**config.mk**
```make
export PLATFORM = sky130hd
export DESIGN_NAME = pause_refresh_sched
export DESIGN_NICKNAME = d
export VERILOG_FILES = /design/src/rtl/pause_sched_pkg.sv /design/src/rtl/pause_rst_sync.sv /design/src/rtl/pause_class_timer.sv /design/src/rtl/pause_pend_tracker.sv /design/src/rtl/pause_desc_issuer.sv /design/src/rtl/pause_refresh_sched.sv
export SDC_FILE = /design/constraint.sdc
export NUM_CORES = 1
export LEC_CHECK = 0
export BUFFER_PORTS_ARGS = -buffer_cell sky130_fd_sc_hd__buf_2
export CORE_AREA = 2 2 117 204
export CTS_CLUSTER_SIZE = 16
export DETAILED_ROUTE_END_ITERATION = 6
export DIE_AREA = 0 0 119 206
export MAX_ROUTING_LAYER = met4
export PLACE_DENSITY_LB_ADDON = 0.3
export SKIP_LAST_GASP = 1
export SYNTH_ARGS = -nofsm -noshare
export SYNTH_HDL_FRONTEND = slang
export SYNTH_HIERARCHICAL = 1
export SYNTH_SLANG_ARGS = --single-unit
```
**constraint.sdc**
```tcl
create_clock -name clk -period 13.6 [get_ports clk]
set_input_delay 2.72 -clock clk [delete_from_list [all_inputs] [get_ports clk]]
set_output_delay 2.72 -clock clk [all_outputs]
set_load 0.005 [all_outputs]
```
**src/rtl/pause_sched_pkg.sv**
```systemverilog
package pause_sched_pkg;
  // Default class layout: eight priority classes plus one global class on top.
  localparam int unsigned DEF_PRI_N = 8;
  localparam int unsigned DEF_TMR_W = 16;

  function automatic int unsigned cls_count(input int unsigned pri_n);
    return pri_n + 1;
  endfunction
endpackage

```
**src/rtl/pause_rst_sync.sv**
```systemverilog
module pause_rst_sync #(
  parameter int unsigned STAGES = 2
) (
  input  logic clk,
  input  logic arst_n,
  output logic srst_n
);
  logic [STAGES-1:0] sync_q;

  always_ff @(posedge clk or negedge arst_n) begin
    if (!arst_n) sync_q <= '0;
    else         sync_q <= {sync_q[STAGES-2:0], 1'b1};
  end

  assign srst_n = sync_q[STAGES-1];
endmodule

```
**src/rtl/pause_class_timer.sv**
```systemverilog
module pause_class_timer #(
  parameter int unsigned TMR_W = 16
) (
  input  logic             clk,
  input  logic             rst_n,
  input  logic             load_i,
  input  logic [TMR_W-1:0] reload_i,
  input  logic             stop_i,
  input  logic             zero_i,
  output logic             expire_o,
  output logic             armed_o
);
  logic [TMR_W-1:0] cnt_q, cnt_d;
  logic             armed_q, armed_d;
  logic             cnt_en;

  // A load beats a stop, a stop beats the resend zeroing, which beats counting.
  always_comb begin
    cnt_d   = cnt_q;
    armed_d = armed_q;
    if (load_i) begin
      cnt_d   = reload_i;
      armed_d = 1'b1;
    end else if (stop_i) begin
      armed_d = 1'b0;
    end else if (zero_i) begin
      cnt_d = '0;
    end else if (armed_q && (cnt_q != '0)) begin
      cnt_d = cnt_q - 1'b1;
    end
  end

  assign cnt_en = load_i | stop_i | zero_i | armed_q;

  always_ff @(posedge clk or negedge rst_n) begin
    if (!rst_n) begin
      cnt_q   <= '0;
      armed_q <= 1'b0;
    end else if (cnt_en) begin
      cnt_q   <= cnt_d;
      armed_q <= armed_d;
    end
  end

  assign expire_o = armed_q && (cnt_q == '0);
  assign armed_o  = armed_q;
endmodule

```
**src/rtl/pause_pend_tracker.sv**
```systemverilog
module pause_pend_tracker #(
  parameter int unsigned PRI_N = 8,
  localparam int unsigned CLS_N = PRI_N + 1
) (
  input  logic             clk,
  input  logic             rst_n,
  input  logic [CLS_N-1:0] req_i,
  input  logic [CLS_N-1:0] en_i,
  input  logic [CLS_N-1:0] expire_i,
  input  logic             issue_i,
  input  logic [CLS_N-1:0] cap_i,
  input  logic [CLS_N-1:0] blocked_i,
  output logic [CLS_N-1:0] act_o,
  output logic [CLS_N-1:0] pend_o,
  output logic [CLS_N-1:0] quiet_o,
  output logic [CLS_N-1:0] pend_next_o
);
  logic [CLS_N-1:0] act, act_q;
  logic [CLS_N-1:0] rise, fall;
  logic [CLS_N-1:0] pend_q, pend_d;
  logic [CLS_N-1:0] quiet_q, quiet_d;
  logic [PRI_N-1:0] pri_pull;

  assign act  = req_i & en_i;
  assign rise = act & ~act_q;
  assign fall = ~act & act_q;

  always_comb begin
    pend_d  = pend_q;
    quiet_d = quiet_q;
    for (int i = 0; i < CLS_N; i++) begin
      if (issue_i && cap_i[i]) begin
        pend_d[i]  = 1'b0;
        quiet_d[i] = 1'b0;
      end
      if (rise[i]) begin
        pend_d[i]  = 1'b1;
        quiet_d[i] = 1'b0;
      end
      if (expire_i[i] && act[i]) pend_d[i] = 1'b1;
      if (fall[i]) begin
        pend_d[i]  = 1'b0;
        quiet_d[i] = 1'b1;
      end
    end
    // Priority merge: one needy priority drags every free active priority along.
    pri_pull = act[PRI_N-1:0] & ~blocked_i[PRI_N-1:0];
    if (|pend_d[PRI_N-1:0]) pend_d[PRI_N-1:0] = pend_d[PRI_N-1:0] | pri_pull;
  end

  always_ff @(posedge clk or negedge rst_n) begin
    if (!rst_n) begin
      act_q   <= '0;
      pend_q  <= '0;
      quiet_q <= '0;
    end else begin
      act_q   <= act;
      pend_q  <= pend_d;
      quiet_q <= quiet_d;
    end
  end

  assign act_o       = act;
  assign pend_o      = pend_q;
  assign quiet_o     = quiet_q;
  assign pend_next_o = pend_d;
endmodule

```
**src/rtl/pause_desc_issuer.sv**
```systemverilog
module pause_desc_issuer #(
  parameter int unsigned PRI_N = 8,
  localparam int unsigned CLS_N = PRI_N + 1,
  localparam int unsigned GLB   = PRI_N
) (
  input  logic             clk,
  input  logic             rst_n,
  input  logic [CLS_N-1:0] pend_i,
  input  logic [CLS_N-1:0] quiet_i,
  input  logic             busy_i,
  input  logic             sent_i,
  output logic             issue_o,
  output logic [CLS_N-1:0] cap_o,
  output logic [CLS_N-1:0] blocked_o,
  output logic [CLS_N-1:0] load_o,
  output logic             valid_o,
  output logic [CLS_N-1:0] cls_o,
  output logic [CLS_N-1:0] zero_o
);
  logic [CLS_N-1:0] work;
  logic [CLS_N-1:0] cls_q, cls_d;
  logic [CLS_N-1:0] zero_q, zero_d;
  logic             valid_q, valid_d;
  logic             ack;

  assign work    = pend_i | quiet_i;
  assign issue_o = !valid_q && !busy_i && (|work);
  assign ack     = valid_q && sent_i;

  // Global work goes alone and first; otherwise take every needy priority.
  always_comb begin
    cap_o = '0;
    if (work[GLB]) cap_o[GLB] = 1'b1;
    else           cap_o[PRI_N-1:0] = work[PRI_N-1:0];
  end

  always_comb begin
    valid_d = valid_q;
    cls_d   = cls_q;
    zero_d  = zero_q;
    if (issue_o) begin
      valid_d = 1'b1;
      cls_d   = cap_o;
      zero_d  = cap_o & quiet_i;
    end else if (ack) begin
      valid_d = 1'b0;
    end
  end

  always_ff @(posedge clk or negedge rst_n) begin
    if (!rst_n) begin
      valid_q <= 1'b0;
      cls_q   <= '0;
      zero_q  <= '0;
    end else begin
      valid_q <= valid_d;
      if (issue_o) begin
        cls_q  <= cls_d;
        zero_q <= zero_d;
      end
    end
  end

  assign blocked_o = issue_o ? cap_o : (valid_q ? cls_q : '0);
  assign load_o    = ack ? cls_q : '0;
  assign valid_o   = valid_q;
  assign cls_o     = valid_q ? cls_q : '0;
  assign zero_o    = valid_q ? zero_q : '0;
endmodule

```
**src/rtl/pause_refresh_sched.sv**
```systemverilog
module pause_refresh_sched
  import pause_sched_pkg::*;
#(
  parameter int unsigned PRI_N = DEF_PRI_N,
  parameter int unsigned TMR_W = DEF_TMR_W,
  localparam int unsigned CLS_N = PRI_N + 1,
  localparam int unsigned GLB   = PRI_N
) (
  input  logic                   clk,
  input  logic                   rst_n,
  input  logic [CLS_N-1:0]       req_i,
  input  logic [CLS_N-1:0]       en_i,
  input  logic [CLS_N*TMR_W-1:0] reload_i,
  input  logic                   resend_i,
  input  logic                   busy_i,
  input  logic                   sent_i,
  output logic                   desc_valid_o,
  output logic                   desc_global_o,
  output logic [PRI_N-1:0]       desc_mask_o,
  output logic [CLS_N-1:0]       desc_quiet_o
);
  logic             srst_n;
  logic [CLS_N-1:0] act, pend, quiet, pend_next;
  logic [CLS_N-1:0] expire, armed;
  logic [CLS_N-1:0] cap, blocked, load, cls;
  logic             issue;

  pause_rst_sync #(.STAGES(2)) u_rst (
    .clk    (clk),
    .arst_n (rst_n),
    .srst_n (srst_n)
  );

  pause_pend_tracker #(.PRI_N(PRI_N)) u_track (
    .clk         (clk),
    .rst_n       (srst_n),
    .req_i       (req_i),
    .en_i        (en_i),
    .expire_i    (expire),
    .issue_i     (issue),
    .cap_i       (cap),
    .blocked_i   (blocked),
    .act_o       (act),
    .pend_o      (pend),
    .quiet_o     (quiet),
    .pend_next_o (pend_next)
  );

  pause_desc_issuer #(.PRI_N(PRI_N)) u_issue (
    .clk       (clk),
    .rst_n     (srst_n),
    .pend_i    (pend),
    .quiet_i   (quiet),
    .busy_i    (busy_i),
    .sent_i    (sent_i),
    .issue_o   (issue),
    .cap_o     (cap),
    .blocked_o (blocked),
    .load_o    (load),
    .valid_o   (desc_valid_o),
    .cls_o     (cls),
    .zero_o    (desc_quiet_o)
  );

  for (genvar g = 0; g < CLS_N; g++) begin : g_tmr
    pause_class_timer #(.TMR_W(TMR_W)) u_tmr (
      .clk      (clk),
      .rst_n    (srst_n),
      .load_i   (load[g] & act[g]),
      .reload_i (reload_i[g*TMR_W +: TMR_W]),
      .stop_i   (pend_next[g] | ~act[g]),
      .zero_i   (resend_i),
      .expire_o (expire[g]),
      .armed_o  (armed[g])
    );
  end

  assign desc_global_o = cls[GLB];
  assign desc_mask_o   = cls[PRI_N-1:0];

  // Armed state is internal bookkeeping of the timers; keep it observable for the checker.
  logic any_armed;
  assign any_armed = |armed;
endmodule

```
==> key figures, run 1 <==
Outcome
  – Status: finished, final reports clean

Timing
  – Slew margin rel.: 26.4%
  – Final setup viols: 0
  – Worst Tran Pin Value: roughly 1100 ps
  – Tmin final: between 6000 and 7000 ps
  – Fmax: roughly 160 MHz
  – Setup TNS: 0 ps
  – Max Slew Vio Count: 0
  – Final period util: 45.3%
  – RSZ-0062 raised after global routing: false
  – Final worst setup slack: between 7000 and 8000 ps
  – Endpoints failing hold: 0
  – Clk_skew: between 15 and 20 ps

Die
  – Die Span Y: about 210 µm
  – Core box area: between 20000 and 25000 µm²
  – Row count: 74
  – Boundary Pins: 186
  – Starting Density: about three fifths
  – Die extent in x: between 100 and 150 µm
  – Die ar.: approximately 25000 µm²

Hold path
  – Hold WC Path Type: reg -> reg

Placement
  – Port-buffer cells: around 190
  – Place WS: between 6000 and 7000 ps
  – Gp weighted congestion: around 0.96
  – HPWL after DPL: approximately 27000 µm
  – DP Area: 14400 µm²

Worst setup path
  – CP Launch Type: primary input
  – Worst Path Required: around 14000 ps
  – WS Path Type: in -> reg
  – Crit path max fanout: 18
  – Critical Path AT: ~6600 ps
  – Endpoint class of the critical path: flop

Route
  – Via count: 12964
  – Remaining DRCs: 0
  – WL final: 38100 µm
  – Avg WL per Cell: 19.9 µm
  – Vias/cell: between 6 and 7
  – Routed Antenna Nets: 0
  – TritonRoute pass-1 iters: 6
  – Initial DRC count: slightly above 900

Logic synthesis
  – Mean Syn Cell Area: about 9 µm²
  – Yosys warning total: 6
  – Synthesized instance count: between 1000 and 1500
  – Synthesized Nets: between 1500 and 2000
  – Synthesized cell area: 13500 µm²

CTS
  – Setup Fix Bufs, Post-CTS: 0
  – Worst-path clk slew: about 60 ps
  – CTS sink cnt: ~200
  – CTS H-tree depth: 1
  – CTS Buffer Depth: 3
  – Clk_lat worst skew: 520 ps
  – Hold-fix buffers, CTS: 0
  – Root Driver: clkbuf_16
  – CTS tree: yes
  – Num CTS Buffers: 21
  – CTS resizes: 0

Layout
  – Nets: around 1800
  – Reg area: 5030 µm²
  – Post-Layout Inst Area: between 15000 and 20000 µm²
  – Layout cell share with drive strength beyond 1: approximately 23%
  – Area grow syn2layout: 12.2%
  – Area of the multi-input gates: around 7800 µm²
  – Fill count: 1937

Job
  – Max_cap viols: 0

GRT
  – Antenna violations before repair: 1
  – First-pass GRT wire length: 62300 µm
  – GRT overflow: 0
  – Gr usage total: a little under a third
  – Largest net degree at the start of global routing: slightly above 80
  – Vias in the first global route: 12643

Power and ir drop
  – Total power: approximately 2.7 mW
  – Power per standard cell area: between 150 and 200 nW/µm²
  – Leakage: 6.43 nW
  – Maximum VDD drop: between 0.1 and 0.15 mV
[final cells by class]
type	count	area share [%]
antenna	1	0.0165
sequential	201	33.2
tap	304	2.51
clock inverter	9	0.849
clock buffer	29	3.92
inverter	81	2.00
timing repair buffer	190	6.35
multi-input combinational	1101	51.2
[where the power goes]
part,leakage (nW),internal (mW),total (mW),switching (mW)
combinational,3.57,0.473,1.12,0.652
sequential,2.51,0.759,0.977,0.218
clock,0.351,0.364,0.614,0.249
total,6.43,1.60,2.72,1.12
[sequential cells by signal (all words and copies together), names as in the netlist]
signal,count
g_tmr.u_tmr/armed_o,9
u_rst/sync_q,2
u_issue/zero_q,9
u_track/quiet_o,9
u_track/pend_o,9
u_issue/cls_q,9
g_tmr.u_tmr/cnt_q,144
u_track/act_q,9
u_issue/valid_o,1
[layout by cell type (no fill, tap or decap), types with 21 or more instances in the layout]
master       n
buf_2      185
ha_1        21
and3_1      27
nor2_1      59
a32o_1      27
o31a_1      27
and2_1      27
a21oi_1     42
nand4_1     39
o22ai_1     29
nand2_1    145
dfrtp_1    200
nor4_1      64
nand3_1     45
clkbuf_16   21
inv_1       81
[through the flow]
stage | util (%) | hold WS (ps) | std cells
2_1_floorplan | - | 331 | 1464
3_3_place_gp | 62.7 | 341 | 1877
3_5_place_dp | 62.7 | 339 | 1877
4_1_cts | 65.8 | 360 | 1915
5_1_grt | 65.8 | 378 | 1916
6_report | 65.8 | 359 | 1916
[worst max-delay path, stage by stage]
cell and delay [ps]:
buf_2 110, nor2_1 350, o31ai_4 310, inv_1 380, nand2_1 140, a2bb2oi_2 190, nand4_1 220, nor4_4 640
o31ai_1 180, nand2b_1 190, nand2b_1 110, nand2_2 220, o21a_1 410, a221o_1 360
[per-layer routing]
metal / routed length (µm) / global-route usage, % / vias up
met5: 0 / - / -
met4: 1910 / 15.9 / 0
met3: 2190 / 4.25 / 152
met2: 19900 / 55.5 / 559
met1: 14100 / 34.9 / 6274
li1: - / - / 5979
[worst paths after layout]
kind	to	slack (ps)	cells after the start	startpoint
worst min register to register	u_rst/sync_q[1]	360	0	u_rst/sync_q[0]
worst max-delay path	g_tmr[3].u_tmr/cnt_q[0]	7440	14	busy_i
worst max register to register	g_tmr[3].u_tmr/cnt_q[6]	8780	13	u_track/pend_o[8]
max in group asynchronous	g_tmr[3].u_tmr/cnt_q[6]	10900	2	u_rst/sync_q[1]
worst min-delay path	u_rst/sync_q[1]	360	0	u_rst/sync_q[0]
min in group asynchronous	g_tmr[4].u_tmr/cnt_q[9]	530	0	u_rst/sync_q[1]
Power figures use the tool's default switching activity.
==> run 2: changes to the inputs <==
Settings changed: ABC_AREA from default to 1, CORE_AREA 2 2 117 204 to 2 2 122 213, DIE_AREA 0 0 119 206 to 0 0 124 215.
Clock period 13.6 ns to 6.09 ns, I/O delays scaled along.
==> run 2 against run 1 <==
  * First-iteration DRC count fell by 21%
  * Sequential share of layout area down 2.5 points
  * Critical path depth grew 3
  * Global-route usage decreased by 3.2 points
  * Die area increased by 8.8%
  * Total power rose to 2.8 times the previous value
  * Critical endpoint is now g_tmr[5].u_tmr/cnt_q[1]
==> key figures, run 2 <==
Layout
  – Most common cell after layout, fill and taps aside: nand2_1
  – Layout cell share with drive strength beyond 1: 14.5%
  – Reg area: just over 5000 µm²
  – Most frequent cells in the layout: nand2_1, inv_1, nor2_1, dfrtp_1, nand3_1
  – Area grow syn2layout: 10.8%
  – Area of the multi-input gates: 8250 µm²
  – Flip-flop count of the largest register after layout: 144
  – Biggest register: g_tmr.u_tmr/cnt_q
  – Post-Layout Cell Count: roughly 2800
  – Nets: 2685
  – Fill count: around 2300

Power and ir drop
  – Sw frac: between 40% and 50%
  – Maximum VDD drop: 0.302 mV
  – Total power: about 7.5 mW
  – Seq pwr share: a little under a third
  – Total internal power: between 3 and 4 mW
  – Power per standard cell area: between 400 and 500 nW/µm²
  – Combinational fraction of design power: 51.7%
  – Clk pwr share: ~17%
  – Leakage: slightly below 10 nW
  – Psw: between 3 and 4 mW

Timing
  – Slew margin rel.: ~34%
  – Final period util: roughly two thirds
  – Setup TNS: 0 ps
  – Tmin final: slightly above 4000 ps
  – Endpoints failing hold: 0
  – Worst Tran Pin Value: a little under 1000 ps
  – Max Slew Vio Count: 0
  – RSZ-0062 raised after global routing: false
  – Fmax: 243 MHz
  – Clk_skew: around 23 ps
  – Final worst setup slack: 1970 ps
  – Final Hold Slack: ~380 ps
  – Final setup viols: 0

Logic synthesis
  – Mean Syn Cell Area: ~6.3 µm²
  – Yosys warning total: 6
  – Synthesized cell area: between 10000 and 15000 µm²
  – Synthesized instance count: about 2300
  – Synthesized Nets: between 2000 and 3000

Route
  – TritonRoute pass-1 iters: 5
  – Routed Antenna Nets: 0
  – Remaining DRCs: 0
  – WL final: ~36000 µm
  – Avg WL per Cell: around 13 µm
  – Via count: 14610
  – Initial DRC count: around 730
  – Vias/cell: approximately 5.2

Worst setup path
  – Critical Path AT: 4580 ps
  – Crit-path slowest cell: nor2_2
  – Critical R2R Launch: u_issue/valid_o
  – Crit path max fanout: 22
  – R2r endpoint: g_tmr[5].u_tmr/cnt_q[1]
  – CP max stage delay: roughly 760 ps
  – Critical path's most frequent cell: nand2_1
  – Worst reg2reg path depth: 17
  – CP Launch Type: flop
  – CP bufs+invs: 3
  – WS Path Type: reg -> reg
  – CP cell instances: nor2_2, nand2_2, inv_1, nand2_1, nand2_1, nand3b_1, nand2_1, nand2_1, nor2_4, a21oi_1, inv_1, nand2_1, nand2_1, inv_1, a21oi_4, nand2_1, nand2_1
  – Delay-heaviest family, CP: simple AND/OR/NAND/NOR gates
  – Worst Path Required: between 6000 and 7000 ps
  – Endpoint class of the critical path: flop
  – Flop2flop setup slack: around 2000 ps

CTS
  – Clk_lat worst skew: ~520 ps
  – Hold-fix buffers, CTS: 0
  – CTS Buffer Depth: 3
  – CTS tree: yes
  – Worst-path clk slew: ~60 ps
  – Setup Fix Bufs, Post-CTS: 0
  – Num CTS Buffers: 21
  – Root Driver: clkbuf_16
  – CTS resizes: 0
  – CTS H-tree depth: 1
  – CTS sink cnt: 201

Hold path
  – Hold-critical path endpoint: u_rst/sync_q[1]
  – Hold WC Path Type: reg -> reg
  – Hold path startpoint: u_rst/sync_q[0]
  – WHS Path Cells: 0

GRT
  – First-pass GRT wire length: around 60000 µm
  – Vias in the first global route: between 10000 and 15000
  – Antenna violations before repair: 5
  – Largest net degree at the start of global routing: 71
  – Gr usage total: 28.3%
  – GRT overflow: 0

Die
  – Core box area: 25000 µm²
  – Starting Density: between 50 and 60%
  – Row count: 77
  – Die ar.: between 20000 and 30000 µm²
  – Boundary Pins: 186
  – Die Span Y: roughly 220 µm
  – Die extent in x: 124 µm

Placement
  – Cells after DPL: around 2800
  – Gp weighted congestion: ~0.91
  – Port-buffer cells: approximately 190
  – Place WS: about 1500 ps
  – HPWL after DPL: ~27000 µm

Outcome
  – Status: finished, final reports clean

Job
  – Max_cap viols: 0
[run 2: cell count changes in the layout (fill, tap and decap cells not counted), sizes merged, moves of 21 or more]
cell / previous run / this run
inv: 82 / 297
and2: 27 / 0
nor4: 83 / 0
and3: 27 / 1
a32o: 36 / 0
nand4: 39 / 18
nand2: 154 / 1126
or4: 27 / 0
nor3: 37 / 0
o22ai: 29 / 0
nand3: 45 / 205
nor2: 67 / 261
o31a: 27 / 0
[run 2: area by class of cell]
type / count / share of cell area (%)
Multi-Input combinational cell: 1789 / 50.2
Sequential cell: 201 / 30.6
Inverter: 296 / 6.76
Timing Repair Buffer: 188 / 5.77
Clock buffer: 33 / 3.84
Tap cell: 316 / 2.41
Clock inverter: 3 / 0.267
Antenna cell: 5 / 0.0762
[run 2: worst max-delay path by stage]
stage | startpoint | to | slack, ps | cells after the start
CTS | u_issue/valid_o | g_tmr[5].u_tmr/cnt_q[1] | 2000 | 17
finish | u_issue/valid_o | g_tmr[5].u_tmr/cnt_q[1] | 1970 | 17
floorplan | u_rst/sync_q[1] | g_tmr[0].u_tmr/armed_o | 70 | 0
detailed placement | busy_i | g_tmr[5].u_tmr/cnt_q[1] | 1530 | 18
global route | u_issue/valid_o | g_tmr[1].u_tmr/cnt_q[3] | 1520 | 17
global placement | busy_i | g_tmr[4].u_tmr/cnt_q[3] | 1640 | 18
[run 2: per-stage QoR]
stage / cell area (µm²) / utilization [%]
floorplan: 14800 / -
global placement: 15700 / 62.8
detailed placement: 15700 / 62.8
CTS: 16400 / 65.5
global route: 16400 / 65.6
finish: 16400 / 65.6
[run 2: per-layer routing]
| layer | wire (µm) | global-route usage (%) |
|---|---|---|
| met2 | 18600 | 49.8 |
| met1 | 14300 | 31.0 |
| met3 | 1760 | 3.66 |
| met4 | 1580 | 13.2 |
| met5 | 0 | - |
[run 2: worst reg2reg max path, stage by stage (launching register included)]
cell,delay (ps)
dfrtp_1,670
nor2_2,760
nand2_2,430
inv_1,370
nand2_1,150
nand2_1,90
nand3b_1,70
nand2_1,110
nand2_1,110
nor2_4,210
a21oi_1,160
inv_1,90
nand2_1,60
nand2_1,130
inv_1,80
a21oi_4,380
nand2_1,110
nand2_1,90
[run 2: power by group through the flow]
stage | combinational (mW) | clock, mW | sequential [mW]
2_1_floorplan | 3.19 | 0 | 2.19
3_3_place_gp | 3.70 | 0 | 2.31
3_5_place_dp | 3.84 | 0 | 2.33
4_1_cts | 3.87 | 1.33 | 2.32
5_1_grt | 4.51 | 1.38 | 2.40
6_report | 3.88 | 1.29 | 2.33
==> run 3: changes to the inputs <==
Settings changed: CORE_AREA 2 2 122 213 to 2 2 129 225, DIE_AREA 0 0 124 215 to 0 0 131 227.
Clock period 6.09 ns to 3.65 ns, I/O delays scaled along.
==> run 3 against run 2 <==
  * Hold slack lost 19 ps
  * Clock skew shrank 7.0 ps
  * Via count shrank 0.14%
  * Global-route usage shrank 1.9 points
  * Count of clock-buffer cells in the layout shrank 3
  * Register-to-register slack lost 1500 ps
  * Wire length grew 4.1%
  * Critical endpoint is now g_tmr[2].u_tmr/cnt_q[2]
  * Largest cell class unchanged
==> key figures, run 3 (same netlist as run 2, synthesis figures left out) <==
Layout
  – Most frequent cells in the layout: nand2_1, inv_1, nor2_1, dfrtp_1, nand3_1
  – Nets: between 2000 and 3000
  – Biggest register: g_tmr.u_tmr/cnt_q
  – Layout cell share with drive strength beyond 1: 15.1%
  – Post-Layout Inst Area: roughly 17000 µm²
  – Most common cell after layout, fill and taps aside: nand2_1
  – Flip-flop count of the largest register after layout: roughly 140
  – Area grow syn2layout: 12.7%

Job
  – Max_cap viols: 0

Timing
  – Worst Tran Pin Value: between 600 and 700 ps
  – Final period util: 87.1%
  – Max Slew Vio Count: 0
  – Setup TNS: 0 ps
  – Fmax: around 310 MHz
  – Final worst setup slack: ~470 ps
  – Clk_skew: between 15 and 20 ps
  – Final setup viols: 0
  – RSZ-0062 raised after global routing: false
  – Endpoints failing hold: 0
  – Tmin final: around 3200 ps
  – Slew margin rel.: between 50 and 60%

Hold path
  – Hold WC Path Type: reg -> reg
  – Hold path startpoint: u_rst/sync_q[0]

Die
  – Boundary Pins: 186
  – Die extent in x: about 130 µm
  – Die Span Y: 227 µm
  – Row count: roughly 80
  – Starting Density: 53.2%
  – Core box area: roughly 28000 µm²
  – Die ar.: between 20000 and 30000 µm²

Route
  – TritonRoute pass-1 iters: 5
  – Avg WL per Cell: about 13 µm
  – Remaining DRCs: 0
  – Initial DRC count: between 700 and 800
  – WL final: about 38000 µm
  – Routed Antenna Nets: 0
  – Via count: about 15000
  – Vias/cell: between 5 and 6

CTS
  – Worst-path clk slew: around 60 ps
  – CTS H-tree depth: 1
  – CTS resizes: 0
  – Hold-fix buffers, CTS: 1
  – CTS Buffer Depth: 3
  – CTS sink cnt: roughly 200
  – Root Driver: clkbuf_16
  – Num CTS Buffers: 22
  – CTS tree: yes
  – Clk_lat worst skew: approximately 520 ps
  – Setup Fix Bufs, Post-CTS: 0

Worst setup path
  – WS Path Type: reg -> reg
  – Endpoint class of the critical path: flop
  – Worst Path Required: 4100 ps
  – CP endpoint: g_tmr[2].u_tmr/cnt_q[2]
  – Worst reg2reg path depth: 20
  – Flop2flop setup slack: around 470 ps
  – Critical Path AT: about 3600 ps
  – CP startpoint: u_track/quiet_o[8]
  – R2r endpoint: g_tmr[2].u_tmr/cnt_q[2]
  – CP Launch Type: flop
  – Critical R2R Launch: u_track/quiet_o[8]
  – Crit path max fanout: 19

Placement
  – Gp weighted congestion: around 0.93
  – Port-buffer cells: roughly 190
  – HPWL after DPL: 27800 µm
  – DP Area: ~16000 µm²
  – Place WS: ~440 ps

Power and ir drop
  – Leakage: about 9.8 nW
  – Power per standard cell area: roughly 770 nW/µm²
  – Maximum VDD drop: 0.509 mV
  – Total power: between 10 and 15 mW

GRT
  – GRT overflow: 0
  – Gr usage total: between 20% and 30%
  – Antenna violations before repair: 4
  – Largest net degree at the start of global routing: 78
  – Vias in the first global route: ~14000
  – First-pass GRT wire length: ~63000 µm

Outcome
  – Status: finished, final reports clean
==> run 3: changes by cell type in the layout (fill, tap and decap cells not counted), sizes merged <==
cell / before / now
dlygate4sd3: 0 / 1
buf: 188 / 199
clkinv: 1 / 3
clkbuf: 33 / 30
diode: 5 / 4
clkinvlp: 0 / 1
bufinv: 1 / 3
==> run 3: metrics by stage <==
step           utilization (%)  std cells  hold WS (ps)
2_1_floorplan                -       2338           331
6_report                  59.9       2901           362
4_1_cts                   59.9       2897           362
3_3_place_gp              57.1       2858           339
5_1_grt                   59.9       2901           366
3_5_place_dp              57.1       2858           351
==> run 3: how the worst min path moves through the flow <==
stage          depth (start not counted)         endpoint
2_1_floorplan                          0  u_rst/sync_q[1]
3_3_place_gp                           0  u_rst/sync_q[1]
3_5_place_dp                           0  u_rst/sync_q[1]
4_1_cts                                2  u_issue/valid_o
5_1_grt                                0  u_rst/sync_q[1]
6_report                               0  u_rst/sync_q[1]
==> run 3: layout make-up <==
type	count	area, µm²
Clock buffer	30	642
Fill cell	2690	11200
Timing Repair Buffer	200	1070
Inverter	296	1110
Antenna cell	4	10.0
Clock inverter	8	124
Tap cell	373	467
Sequential cell	201	5030
Multi-Input combinational cell	1789	8250
==> run 3: report_power, final <==
group          switching (mW)  leakage [nW]  total, mW  internal, mW
logic                    4.17          6.75       6.53          2.37
clock network           0.955         0.376       2.40          1.44
registers               0.873          2.64       3.86          2.98
total                    6.00          9.77       12.8          6.79
==> run 3: routing by layer <==
layer  global-route usage [%]  share of wire [%]
met1                     28.9                 39
met2                     47.8                 53
met3                     3.34                4.9
met4                     10.6                3.6
met5                        -                  0
==> run 3: critical path, cell delays in order, from the launching register on <==
cell	delay (ps)
dfrtp_1	420
nor2_4	90
inv_2	140
nor2_4	60
nand3_4	210
nand2_2	80
inv_1	260
nand2_1	130
nand2_1	90
nand3b_1	90
nand2_1	110
nand2_1	100
nor2_4	230
a21oi_1	140
inv_1	80
nand2_1	60
nand2_1	140
inv_1	90
a21oi_4	370
nand2_1	110
nand2_1	90
